**src/rtl/seg_addr_pkg.sv**
```systemverilog
package seg_addr_pkg;

  localparam int NUM_SEG = 4;

  typedef enum logic [1:0] {
    KIND_FETCH = 2'd0,
    KIND_STACK = 2'd1,
    KIND_DATA  = 2'd2,
    KIND_DEST  = 2'd3
  } accKind_e;

  typedef enum logic [2:0] {
    MODE_DIRECT          = 3'd0,
    MODE_BASE            = 3'd1,
    MODE_INDEX           = 3'd2,
    MODE_BASE_DISP       = 3'd3,
    MODE_INDEX_DISP      = 3'd4,
    MODE_BASE_INDEX_DISP = 3'd5,
    MODE_RSVD6           = 3'd6,
    MODE_RSVD7           = 3'd7
  } addrMode_e;

  typedef enum logic [1:0] {
    SEG_CODE  = 2'd0,
    SEG_STACK = 2'd1,
    SEG_DATA  = 2'd2,
    SEG_EXTRA = 2'd3
  } segId_e;

  typedef enum logic [1:0] {
    OFF_IP   = 2'd0,
    OFF_SP   = 2'd1,
    OFF_MODE = 2'd2
  } offSrc_e;

  // strobes from control to datapath
  typedef struct packed {
    segId_e  segSel;
    offSrc_e offSrc;
    logic    useBase;
    logic    useIndex;
    logic    useDisp;
  } addrCtl_t;

endpackage

```
**src/rtl/seg_addr_ctl.sv**
```systemverilog
module seg_addr_ctl
  import seg_addr_pkg::*;
(
  input  logic      clk,
  input  logic      rstN,
  input  accKind_e  kind,
  input  addrMode_e mode,
  input  logic      baseIsBp,
  input  logic      ovrEn,
  input  segId_e    ovrSel,
  output addrCtl_t  ctl
);

  logic   modeUsesBase;
  segId_e defaultSeg;

  // which terms the mode adds
  always_comb begin
    ctl.useBase  = 1'b0;
    ctl.useIndex = 1'b0;
    ctl.useDisp  = 1'b0;
    unique case (mode)
      MODE_BASE:            ctl.useBase = 1'b1;
      MODE_INDEX:           ctl.useIndex = 1'b1;
      MODE_BASE_DISP:       begin ctl.useBase = 1'b1; ctl.useDisp = 1'b1; end
      MODE_INDEX_DISP:      begin ctl.useIndex = 1'b1; ctl.useDisp = 1'b1; end
      MODE_BASE_INDEX_DISP: begin
        ctl.useBase  = 1'b1;
        ctl.useIndex = 1'b1;
        ctl.useDisp  = 1'b1;
      end
      default:              ctl.useDisp = 1'b1;  // direct and reserved codes
    endcase
  end

  assign modeUsesBase = (mode == MODE_BASE) || (mode == MODE_BASE_DISP) ||
                        (mode == MODE_BASE_INDEX_DISP);

  // implicit segment and offset source per access kind
  always_comb begin
    unique case (kind)
      KIND_FETCH: begin defaultSeg = SEG_CODE;  ctl.offSrc = OFF_IP; end
      KIND_STACK: begin defaultSeg = SEG_STACK; ctl.offSrc = OFF_SP; end
      KIND_DATA: begin
        defaultSeg = (baseIsBp && modeUsesBase) ? SEG_STACK : SEG_DATA;
        ctl.offSrc = OFF_MODE;
      end
      default: begin defaultSeg = SEG_EXTRA; ctl.offSrc = OFF_MODE; end
    endcase
  end

  // override applies to the two data kinds only
  always_comb begin
    if (ovrEn && (kind == KIND_DATA || kind == KIND_DEST)) ctl.segSel = ovrSel;
    else                                                    ctl.segSel = defaultSeg;
  end

  // override has no effect on fetch
  a_r8_fetch_ignores_ovr: assert property (@(posedge clk) disable iff (!rstN)
    (kind == KIND_FETCH) |-> (ctl.segSel == SEG_CODE && ctl.offSrc == OFF_IP));

  // override has no effect on push/pop
  a_r8_stack_ignores_ovr: assert property (@(posedge clk) disable iff (!rstN)
    (kind == KIND_STACK) |-> (ctl.segSel == SEG_STACK && ctl.offSrc == OFF_SP));

  // reserved modes behave as direct
  a_r9_reserved_direct: assert property (@(posedge clk) disable iff (!rstN)
    (mode == MODE_RSVD6 || mode == MODE_RSVD7) |->
      (ctl.useDisp && !ctl.useBase && !ctl.useIndex));

endmodule

```
**src/rtl/seg_addr_dp.sv**
```systemverilog
module seg_addr_dp
  import seg_addr_pkg::*;
#(
  parameter int SEG_W = 16,
  parameter int OFF_W = 16,
  parameter int SHIFT = 4
) (
  input  logic                       clk,
  input  logic                       rstN,
  input  addrCtl_t                   ctl,
  input  logic [OFF_W-1:0]           ipIn,
  input  logic [OFF_W-1:0]           spIn,
  input  logic [OFF_W-1:0]           baseIn,
  input  logic [OFF_W-1:0]           indexIn,
  input  logic [OFF_W-1:0]           dispIn,
  input  logic                       wrEn,
  input  logic [$clog2(NUM_SEG)-1:0] wrSel,
  input  logic [SEG_W-1:0]           wrData,
  output logic [SEG_W+SHIFT-1:0]     physAddr
);

  localparam int PA_W  = SEG_W + SHIFT;
  localparam int SEL_W = $clog2(NUM_SEG);

  logic [SEG_W-1:0] segReg [NUM_SEG];
  logic [OFF_W-1:0] termBase, termIndex, termDisp;
  logic [OFF_W-1:0] modeOffset, offset;
  logic [SEG_W-1:0] segBase;

  // segment register file
  for (genvar g = 0; g < NUM_SEG; g++) begin : g_seg
    always_ff @(posedge clk or negedge rstN) begin
      if (!rstN)                               segReg[g] <= '0;
      else if (wrEn && wrSel == SEL_W'(g))     segReg[g] <= wrData;
    end
  end

  // effective offset, modulo 2^OFF_W
  assign termBase   = ctl.useBase  ? baseIn  : '0;
  assign termIndex  = ctl.useIndex ? indexIn : '0;
  assign termDisp   = ctl.useDisp  ? dispIn  : '0;
  assign modeOffset = termBase + termIndex + termDisp;

  always_comb begin
    unique case (ctl.offSrc)
      OFF_IP:  offset = ipIn;
      OFF_SP:  offset = spIn;
      default: offset = modeOffset;
    endcase
  end

  // relocation: shifted base plus offset, carry past the top bit dropped
  assign segBase  = segReg[ctl.segSel];
  assign physAddr = {segBase, {SHIFT{1'b0}}} + PA_W'(offset);

  // a write lands in the selected register on the next cycle
  a_r3_seg_load: assert property (@(posedge clk) disable iff (!rstN)
    wrEn |=> (segReg[$past(wrSel)] == $past(wrData)));

  // registers not written keep their value
  a_r3_seg_hold: assert property (@(posedge clk) disable iff (!rstN)
    (!wrEn) |=> (segReg[$past(wrSel)] == $past(segReg[wrSel])));

  // a zero base passes the offset straight through
  a_r2_zero_base: assert property (@(posedge clk) disable iff (!rstN)
    (segBase == '0) |-> (physAddr[PA_W-1:OFF_W] == '0));

endmodule

```
**src/rtl/seg_addr_gen.sv**
```systemverilog
module seg_addr_gen
  import seg_addr_pkg::*;
#(
  parameter int SEG_W = 16,
  parameter int OFF_W = 16,
  parameter int SHIFT = 4
) (
  input  logic                   clk,
  input  logic                   rstN,
  input  logic [1:0]             accKind,
  input  logic [2:0]             addrMode,
  input  logic                   baseIsBp,
  input  logic                   ovrEn,
  input  logic [1:0]             ovrSel,
  input  logic [OFF_W-1:0]       ipIn,
  input  logic [OFF_W-1:0]       spIn,
  input  logic [OFF_W-1:0]       baseIn,
  input  logic [OFF_W-1:0]       indexIn,
  input  logic [OFF_W-1:0]       dispIn,
  input  logic                   segWrEn,
  input  logic [1:0]             segWrSel,
  input  logic [SEG_W-1:0]       segWrData,
  output logic [SEG_W+SHIFT-1:0] physAddr
);

  addrCtl_t ctl;

  seg_addr_ctl u_ctl (
    .clk      (clk),
    .rstN     (rstN),
    .kind     (accKind_e'(accKind)),
    .mode     (addrMode_e'(addrMode)),
    .baseIsBp (baseIsBp),
    .ovrEn    (ovrEn),
    .ovrSel   (segId_e'(ovrSel)),
    .ctl      (ctl)
  );

  seg_addr_dp #(.SEG_W(SEG_W), .OFF_W(OFF_W), .SHIFT(SHIFT)) u_dp (
    .clk      (clk),
    .rstN     (rstN),
    .ctl      (ctl),
    .ipIn     (ipIn),
    .spIn     (spIn),
    .baseIn   (baseIn),
    .indexIn  (indexIn),
    .dispIn   (dispIn),
    .wrEn     (segWrEn),
    .wrSel    (segWrSel),
    .wrData   (segWrData),
    .physAddr (physAddr)
  );

endmodule

```
**config.mk**
```make
export PLATFORM = sky130hd
export DESIGN_NAME = seg_addr_gen
export DESIGN_NICKNAME = d
export VERILOG_FILES = /design/src/rtl/seg_addr_pkg.sv /design/src/rtl/seg_addr_ctl.sv /design/src/rtl/seg_addr_dp.sv /design/src/rtl/seg_addr_gen.sv
export SDC_FILE = /design/constraint.sdc
export NUM_CORES = 1
export LEC_CHECK = 0
export BUFFER_PORTS_ARGS = -buffer_cell sky130_fd_sc_hd__buf_2
export CAP_MARGIN = 5
export CORE_MARGIN = 3
export CORE_UTILIZATION = 30
export CTS_CLUSTER_SIZE = 8
export DETAILED_ROUTE_END_ITERATION = 8
export GPL_ROUTABILITY_DRIVEN = 0
export SYNTH_ARGS = -nofsm -noshare
export SYNTH_HDL_FRONTEND = slang
export SYNTH_SLANG_ARGS = --single-unit
```
**constraint.sdc**
```tcl
create_clock -name clk -period 17.67 [get_ports clk]
set_input_delay 3.534 -clock clk [delete_from_list [all_inputs] [get_ports clk]]
set_output_delay 3.534 -clock clk [all_outputs]
set_load 0.02 [all_outputs]
```
==> results of run 1 <==
placed cells by master, fill, tap and decap left out, types with 4 or more instances in the layout:
cell,n
buf_2,129
mux2_2,69
nand2_1,64
dfrtp_1,64
inv_1,38
a21oi_1,31
mux2i_1,29
ha_1,26
a211oi_1,23
nor2b_1,22
o21ai_0,19
fa_1,17
nor2_1,15
xnor2_1,12
xor2_1,10
clkbuf_16,9
a21o_1,6
o21a_1,5
o31ai_1,5
nand2b_1,5
nand3b_1,5
nor3_1,4
a31oi_1,4
layout make-up:
class                           count  share of cell area
Timing Repair Buffer              131               0.104
Sequential cell                    64               0.253
Clock buffer                       11              0.0400
Multi-Input combinational cell    409               0.528
Clock inverter                      5             0.00870
Tap cell                          220              0.0435
Inverter                           38              0.0226
power breakdown:
group | internal (uW) | leakage, uW | switching [uW]
clock network | 116 | 0.000148 | 59.4
logic | 128 | 0.00213 | 169
registers | 175 | 0.000757 | 12.5
routing by layer:
metal  share of wire  global-route usage
met2            0.48               0.244
met3           0.063              0.0237
met5         0.00054                   0
met4          0.0072              0.0299
met1            0.45               0.178
synth_stat cells, types with 2 or more instances:
master | instances | area (um^2)
a211oi_1 | 23 | 173
a21boi_1 | 2 | 15.0
a21o_1 | 6 | 45.0
a21oi_1 | 31 | 155
a31oi_1 | 4 | 25.0
a41oi_1 | 2 | 17.5
and2_1 | 3 | 18.8
and3_1 | 2 | 12.5
buf_1 | 2 | 7.51
buf_2 | 3 | 15.0
buf_6 | 2 | 22.5
clkbuf_1 | 12 | 45.0
dfrtp_1 | 64 | 1600
fa_1 | 17 | 340
ha_1 | 26 | 325
inv_1 | 38 | 143
mux2_2 | 69 | 777
mux2i_1 | 29 | 290
mux2i_2 | 2 | 27.5
nand2_1 | 64 | 240
nand2b_1 | 5 | 31.3
nand3_1 | 3 | 15.0
nand3b_1 | 5 | 37.5
nor2_1 | 15 | 56.3
nor2b_1 | 22 | 138
nor3_1 | 4 | 20.0
o2111ai_1 | 2 | 17.5
o211ai_1 | 2 | 15.0
o21a_1 | 5 | 37.5
o21ai_0 | 19 | 95.1
o21ai_1 | 3 | 15.0
o31ai_1 | 5 | 37.5
or2_2 | 2 | 12.5
xnor2_1 | 12 | 105
xor2_1 | 10 | 87.6
stage by stage:
stage	hold WS, ps	power [uW]	util	area (um^2)	std cells
after detailed placement	485	492	0.360	6020	862
final	494	660	0.379	6320	878
after global placement	479	490	0.360	6020	862
after global routing	502	710	0.379	6320	878
after floorplan	471	400	-	5160	531
after CTS	497	670	0.379	6320	878
worst max-delay path: cells and delay by family:
| kind | cells | cell delay (ps) |
|---|---|---|
| compound gates | 10 | 2800 |
| buf+inv | 5 | 520 |
| mux | 1 | 190 |
| xor+xnor | 1 | 180 |
| fa+ha+maj | 4 | 1240 |
| simple gates | 3 | 360 |
path summary, 6_finish.rpt:
kind / depth (start not counted) / start / endpoint / slack, ps
setup / recovery: 24 / addrMode[2] / physAddr[19] / 5320
hold / removal: 1 / u_dp.segReg[27] / u_dp.segReg[27] / 490
setup reg to reg: 1 / u_dp.segReg[10] / u_dp.segReg[10] / 16910
hold reg to reg: 1 / u_dp.segReg[27] / u_dp.segReg[27] / 490
max in group asynchronous: 2 / rstN / u_dp.segReg[22] / 13770
min in group asynchronous: 2 / rstN / u_dp.segReg[27] / 3390
kinds of logic (layout without fill, tap and decap cells):
kind of cell,count (synthesis),after routing,synth area share
simple gates,130,130,0.121
compound gates,114,114,0.145
mux,100,100,0.212
flops,64,64,0.310
buf+inv,58,185,0.0465
fa+ha+maj,43,43,0.129
xor+xnor,22,22,0.0373
==> flow_summary.yaml, run 1 <==
finish:
  multi_input_area_mm2: 0.00334
  fillers: 1739
  reg_top3: "u_dp.segReg (64)"
  drive_gt1_frac: 0.343
  area_growth_pct: 22.5
  diodes: 0
  regMostFlops: "u_dp.segReg"
  largest_register_ffs: 64
  regArea_mm2: 0.00160
  final_nets: 806
clocking:
  clk_pin_slew_worst_paths_ps: 50
  htreeDepth: 3
  post_cts_buffers: 0
  clock_latency_ps: 320
  numCtsBuffers: 9
  cts_root_buf: "clkbuf_16"
  cts_hold_buf: 0
  cts_resized: 0
  cts_buffer_depth: 2
  clock_sinks: 64
  cts_tree: "done"
route:
  drcViolationCount: 0
  first_pass_iters: 4
  route.vias.total: 4219
  finalWirelength_um: 13000
  routedWlPerCell_um: 14.8
  via_per_inst: 4.81
  antenna_left: 0
  detail_route.iter0.violations: 117
worst_setup_path:
  cp-end-kind: "output port"
  max_stage_delay_ps: 730
  path_cells: "buf_2 > inv_1 > o21ai_1 > nand2_1 > fa_1 > inv_1 > ha_1 > inv_1 > fa_1 > nor2b_1 > o31ai_1 > a21boi_1 > o21a_1 > o21ai_1 > mux2i_1 > a311oi_1 > ha_1 > a2111o_1 > o2111ai_1 > a31oi_1 > o211ai_1 > nor2_2 > xor2_1 > buf_2"
  cp_max_fo: 15
  critPathLaunchType: "input port"
  crit_slowest_cell: "o21ai_1"
  path_class: "in2out"
  cpMostUsedCell: "inv_1"
  crit_arrival_ps: 8810
  required_ps: 14140
grt:
  grt.overflow.total: 0
  track_usage: 0.138
  grt_pass1_vias: 4170
  antenna_found_initial: 1
  grt_pass1_wl_um: 20600
  grt_max_degree: 65
timing:
  setup_viol_count_final: 0
  worst_pin_slew_ps: 1010
  min_period_over_period: 0.699
  grt_setup_unrepaired: "false"
  period_minus_slack_ps: 12350
  slew_headroom: 0.324
  hold_viol: 0
  clock-skew-final_ps: 0
  timing.final.ws_setup_ps: 5320
  fin_tns_setup_ps: 0
  slew_viol_final: 0
  max_freq_ghz: 0.0810
place:
  dp_hpwl_um: 10000
  post-place-ws_ps: 5340
  port_buffers: 129
floorplanning:
  row_count: 47
  io-pin-count: 130
  core_mm2: 0.0167
  die_w_um: 137
  dieArea_mm2: 0.0188
  initial_core_util: 0.309
  die_y_um: 137
hold_path:
  hold_path.class: "reg2reg"
synthesis:
  yosys_most_used_dff: "dfrtp_1"
  ys_types: 51
  async_reset_ff_frac: 1.00
  seq_area_frac_synth: 0.310
  synth_cells: 531
  syn-cell-area_mm2: 0.00516
  synth_nets: 684
  ys_ff_latch: 64
  yosys_warnings: 0
  avgSynthCellArea_um2: 9.73
  synth_edf_count: 0
status:
  outcome: "finished clean"
power:
  peakVddDrop_mv: 0.0849
  powerDensity_mw_per_mm2: 104
  p_leak_uw: 0.00304
job:
  maxCapViolCount: 0
(Power assumes the default switching activity.)
==> run 2: changes to the inputs <==
==> constraint.sdc (replaced) <==
create_clock -name clk -period 11 [get_ports clk]
set_input_delay 2.2 -clock clk [delete_from_list [all_inputs] [get_ports clk]]
set_output_delay 2.2 -clock clk [all_outputs]
set_load 0.02 [all_outputs]
==> run 2 against run 1 <==
Effect of this change: critical path depth decreased by 1; core utilization decreased by 0.090 points; sequential cell count unchanged; cell area decreased by 0.24%; die area unchanged; sequential power increased by 61%; cell count increased by 0.11%; clock power increased by 50%; global-route usage increased by 0.29 points; worst setup slack got worse by 3700 ps; total power increased by 58%.
==> flow_summary.yaml, run 2 (synthesis gave the netlist of run 1 again) <==
status:
  outcome: "finished clean"
worst_setup_path:
  reg2reg_from: "u_dp.segReg[47]"
  cp-endpoint: "physAddr[19]"
  r2r_slack_ps: 10240
  required_ps: 8800
  cp-startpoint: "addrMode[1]"
  reg2reg_depth: 1
  rr_endpoint: "u_dp.segReg[47]"
  path_class: "in2out"
  crit_arrival_ps: 7200
  cp_max_fo: 18
  critPathLaunchType: "input port"
  cp-end-kind: "output port"
floorplanning:
  initial_core_util: 0.309
  core_mm2: 0.0167
  row_count: 47
  die_w_um: 137
  dieArea_mm2: 0.0188
  die_y_um: 137
  io-pin-count: 130
power:
  peakVddDrop_mv: 0.103
  powerDensity_mw_per_mm2: 165
  p_leak_uw: 0.00304
  p_total_uw: 1040
route:
  via_per_inst: 4.78
  route.vias.total: 4203
  finalWirelength_um: 13200
  first_pass_iters: 4
  antenna_left: 0
  detail_route.iter0.violations: 214
  drcViolationCount: 0
  routedWlPerCell_um: 15.0
finish:
  regMostFlops: "u_dp.segReg"
  drive_gt1_frac: 0.343
  final_cells: 879
  final_nets: 807
  diodes: 0
  reg_top3: "u_dp.segReg (64)"
  area_growth_pct: 22.2
  fillers: 1709
  largest_register_ffs: 64
  final_common_cell: "buf_2"
  mostFrequentLayoutCells: "buf_2, mux2_2, nand2_1, dfrtp_1, inv_1"
job:
  maxCapViolCount: 0
grt:
  grt_max_degree: 65
  grt_pass1_wl_um: 20900
  grt.overflow.total: 0
  antenna_found_initial: 1
  grt_pass1_vias: 4216
  track_usage: 0.141
place:
  dpl.cell_count: 863
  port_buffers: 129
  dp_hpwl_um: 10300
timing:
  clock-skew-final_ps: 0
  grt_setup_unrepaired: "false"
  min_period_over_period: 0.855
  hold_viol: 0
  max_freq_ghz: 0.106
  hold-worst-slack_ps: 496
  period_minus_slack_ps: 9400
  worst_pin_slew_ps: 986
  slew_headroom: 0.342
  fin_tns_setup_ps: 0
  slew_viol_final: 0
  setup_viol_count_final: 0
hold_path:
  hold_start: "u_dp.segReg[24]"
  hold_path.class: "reg2reg"
  hold_depth: 1
clocking:
  cts_buffer_depth: 2
  post_cts_buffers: 0
  clock_latency_ps: 320
  clk_pin_slew_worst_paths_ps: 50
  cts_hold_buf: 0
  cts_resized: 0
  clock_sinks: 64
  numCtsBuffers: 9
  cts_root_buf: "clkbuf_16"
  htreeDepth: 3
  cts_tree: "done"
-- run 2: cell types whose count changed in the layout (fill, tap and decap cells not counted) --
cell | before | now
bufinv_16 | 1 | 0
clkinvlp_4 | 2 | 0
clkbuf_8 | 2 | 3
buf_4 | 2 | 3
clkinv_2 | 2 | 3
clkbuf_1 | 0 | 1
-- run 2: per-layer routing --
metal  GRT usage  up-vias  wire (um)
li1            -     2121          -
met1       0.180     1954       6130
met2       0.243      115       6090
met3      0.0314       11        843
met4      0.0366        2        123
met5           0        -         13
-- run 2: cell type report --
cell class / count / area [um^2] / share of cell area
Clock buffer: 13 / 270 / 0.0428
Multi-Input combinational cell: 409 / 3340 / 0.529
Sequential cell: 64 / 1600 / 0.254
Inverter: 38 / 143 / 0.0226
Clock inverter: 3 / 15.0 / 0.00238
Tap cell: 220 / 275 / 0.0436
Timing Repair Buffer: 132 / 668 / 0.106
-- run 2: worst min path at each step --
stage	to	slack (ps)
after floorplan	u_dp.segReg[22]	470
after global placement	u_dp.segReg[19]	480
after detailed placement	u_dp.segReg[23]	490
after CTS	u_dp.segReg[23]	500
after global routing	u_dp.segReg[29]	510
final	u_dp.segReg[24]	500
-- run 2: report_power, final --
| part | internal (uW) | total, uW | switching (uW) |
|---|---|---|---|
| Clock | 169 | 264 | 94.8 |
| Combinational | 207 | 478 | 271 |
| Sequential | 280 | 301 | 20.5 |
-- run 2: per-stage QoR --
step,setup WS [ps],instance area [um^2],utilization
global route,975,6310,0.378
global placement,1720,6020,0.361
CTS,1610,6310,0.378
floorplan,2000,5160,-
detailed placement,1640,6020,0.361
finish,1600,6310,0.378
-- run 2: worst max-delay path: stages --
cell       delay (ps)
buf_2             150
a21boi_4          470
nand2_1           160
fa_1              550
inv_1              40
ha_1              210
inv_1              90
fa_1              210
nor2b_1            70
o31ai_1           390
a21boi_1          160
o21a_1            200
o21ai_1           150
mux2i_1           190
a311oi_1           70
ha_1              290
a2111o_1          430
o2111ai_1         250
a31oi_1           160
o211ai_1          300
nor2_2            110
xor2_1            150
buf_2             180
==> run 3: changes to the inputs <==
==> constraint.sdc (replaced) <==
create_clock -name clk -period 11 [get_ports clk]
set_input_delay 2.2 -clock clk [delete_from_list [all_inputs] [get_ports clk]]
set_output_delay 2.2 -clock clk [all_outputs]
set_load 0.005 [all_outputs]
==> run 3 against run 2 <==
Effect of this change: non-clock buffer count stayed put; critical path depth stayed put; total power is 5.6% lower; worst setup slack better by 2.8 ps.
==> flow_summary.yaml, run 3 (synthesis gave the netlist of run 1 again) <==
status:
  outcome: "finished clean"
power:
  peakVddDrop_mv: 0.142
  powerDensity_mw_per_mm2: 156
  p_leak_uw: 0.00303
timing:
  slew_viol_final: 0
  fin_tns_setup_ps: 0
  setup_viol_count_final: 0
  clock-skew-final_ps: 0
  grt_setup_unrepaired: "false"
  period_minus_slack_ps: 9400
  worst_pin_slew_ps: 1030
  max_freq_ghz: 0.106
  hold_viol: 0
  min_period_over_period: 0.855
  slew_headroom: 0.312
clocking:
  clock_latency_ps: 320
  post_cts_buffers: 0
  cts_resized: 0
  cts_hold_buf: 0
  cts_root_buf: "clkbuf_16"
  clock_sinks: 64
  cts_tree: "done"
  clk_pin_slew_worst_paths_ps: 50
  htreeDepth: 3
  numCtsBuffers: 9
  cts_buffer_depth: 2
finish:
  final_nets: 807
  drive_gt1_frac: 0.339
  final_common_cell: "buf_2"
  largest_register_ffs: 64
  fillers: 1723
  reg_top3: "u_dp.segReg (64)"
  multi_input_area_mm2: 0.00334
  regArea_mm2: 0.00160
  area_growth_pct: 22.0
  fin_util: 0.377
  mostFrequentLayoutCells: "buf_2, mux2_2, nand2_1, dfrtp_1, inv_1"
  regMostFlops: "u_dp.segReg"
worst_setup_path:
  crit_arrival_ps: 7200
  r2r_slack_ps: 10240
  critPathLaunchType: "input port"
  cp-end-kind: "output port"
  path_class: "in2out"
  reg2reg_depth: 1
  max_stage_delay_ps: 560
  cp_max_fo: 18
  crit_slowest_cell: "fa_1"
  required_ps: 8800
  cp-startpoint: "addrMode[1]"
  reg2reg_from: "u_dp.segReg[59]"
  path_cells: "buf_2 > a21boi_4 > nand2_1 > fa_1 > inv_1 > ha_1 > inv_1 > fa_1 > nor2b_1 > o31ai_1 > a21boi_1 > o21a_1 > o21ai_1 > mux2i_1 > a311oi_1 > ha_1 > a2111o_1 > o2111ai_1 > a31oi_1 > o211ai_1 > nor2_2 > xor2_1 > buf_2"
  rr_endpoint: "u_dp.segReg[59]"
floorplanning:
  row_count: 47
  die_y_um: 137
  initial_core_util: 0.309
  core_mm2: 0.0167
  io-pin-count: 130
  die_w_um: 137
  dieArea_mm2: 0.0188
grt:
  grt_pass1_vias: 4246
  grt_pass1_wl_um: 20800
  track_usage: 0.142
  grt_max_degree: 65
  antenna_found_initial: 1
  grt.overflow.total: 0
hold_path:
  hold_depth: 1
  hold_path.class: "reg2reg"
  hold_start: "u_dp.segReg[16]"
  holdPathEnd: "u_dp.segReg[16]"
job:
  maxCapViolCount: 0
route:
  via_per_inst: 4.79
  detail_route.iter0.violations: 184
  routedWlPerCell_um: 15.1
  finalWirelength_um: 13200
  antenna_left: 0
  drcViolationCount: 0
  route.vias.total: 4205
  first_pass_iters: 4
place:
  port_buffers: 129
  dp_hpwl_um: 10300
[run 3: worst max path at each step]
stage	endpoint	slack (ps)	cells past startpoint
after floorplan	physAddr[19]	2200	23
after global placement	physAddr[19]	1760	23
after detailed placement	physAddr[19]	1650	23
after CTS	physAddr[19]	1630	23
after global routing	physAddr[19]	1090	23
final	physAddr[19]	1600	23
[run 3: final cells by class]
| class | count | share of cell area |
|---|---|---|
| antenna | 1 | 0.000397 |
| sequential | 64 | 0.254 |
| inverter | 38 | 0.0226 |
| multi-input combinational | 409 | 0.530 |
| timing repair buffer | 132 | 0.106 |
| tap | 220 | 0.0437 |
| clock buffer | 14 | 0.0435 |
[run 3: per-layer routing]
layer  vias up  part of all wire  track usage
met5         -           0.00098            0
met4         2             0.014       0.0382
met3        14             0.068       0.0332
met2       107              0.47        0.250
met1      1958              0.44        0.174
li1       2124                 -            -
[run 3: critical path: cells and delay by family]
family | cells | cell delay, ps
adder cells (fa/ha/maj) | 4 | 1250
buffers and inverters | 4 | 400
AO/OA/AOI/OAI | 10 | 2620
AND/OR/NAND/NOR | 3 | 360
XOR/XNOR | 1 | 170
multiplexers | 1 | 190
[run 3: per-stage QoR]
| stage | cell area (um^2) | hold slack [ps] | instances | power, uW | worst slack (ps) |
|---|---|---|---|---|---|
| floorplan | 5160 | 471 | 531 | 589 | 2200 |
| detailed placement | 6020 | 486 | 863 | 736 | 1650 |
| finish | 6300 | 495 | 878 | 984 | 1600 |
| global placement | 6020 | 479 | 863 | 733 | 1760 |
| global route | 6300 | 504 | 877 | 1060 | 1090 |
| CTS | 6300 | 496 | 877 | 1000 | 1630 |
[run 3: power breakdown]
group	total [uW]	switching (uW)	internal, uW	leakage (uW)
Sequential	301	20.4	281	0.000757
Combinational	424	218	206	0.00214
Clock	259	91.0	168	0.000135
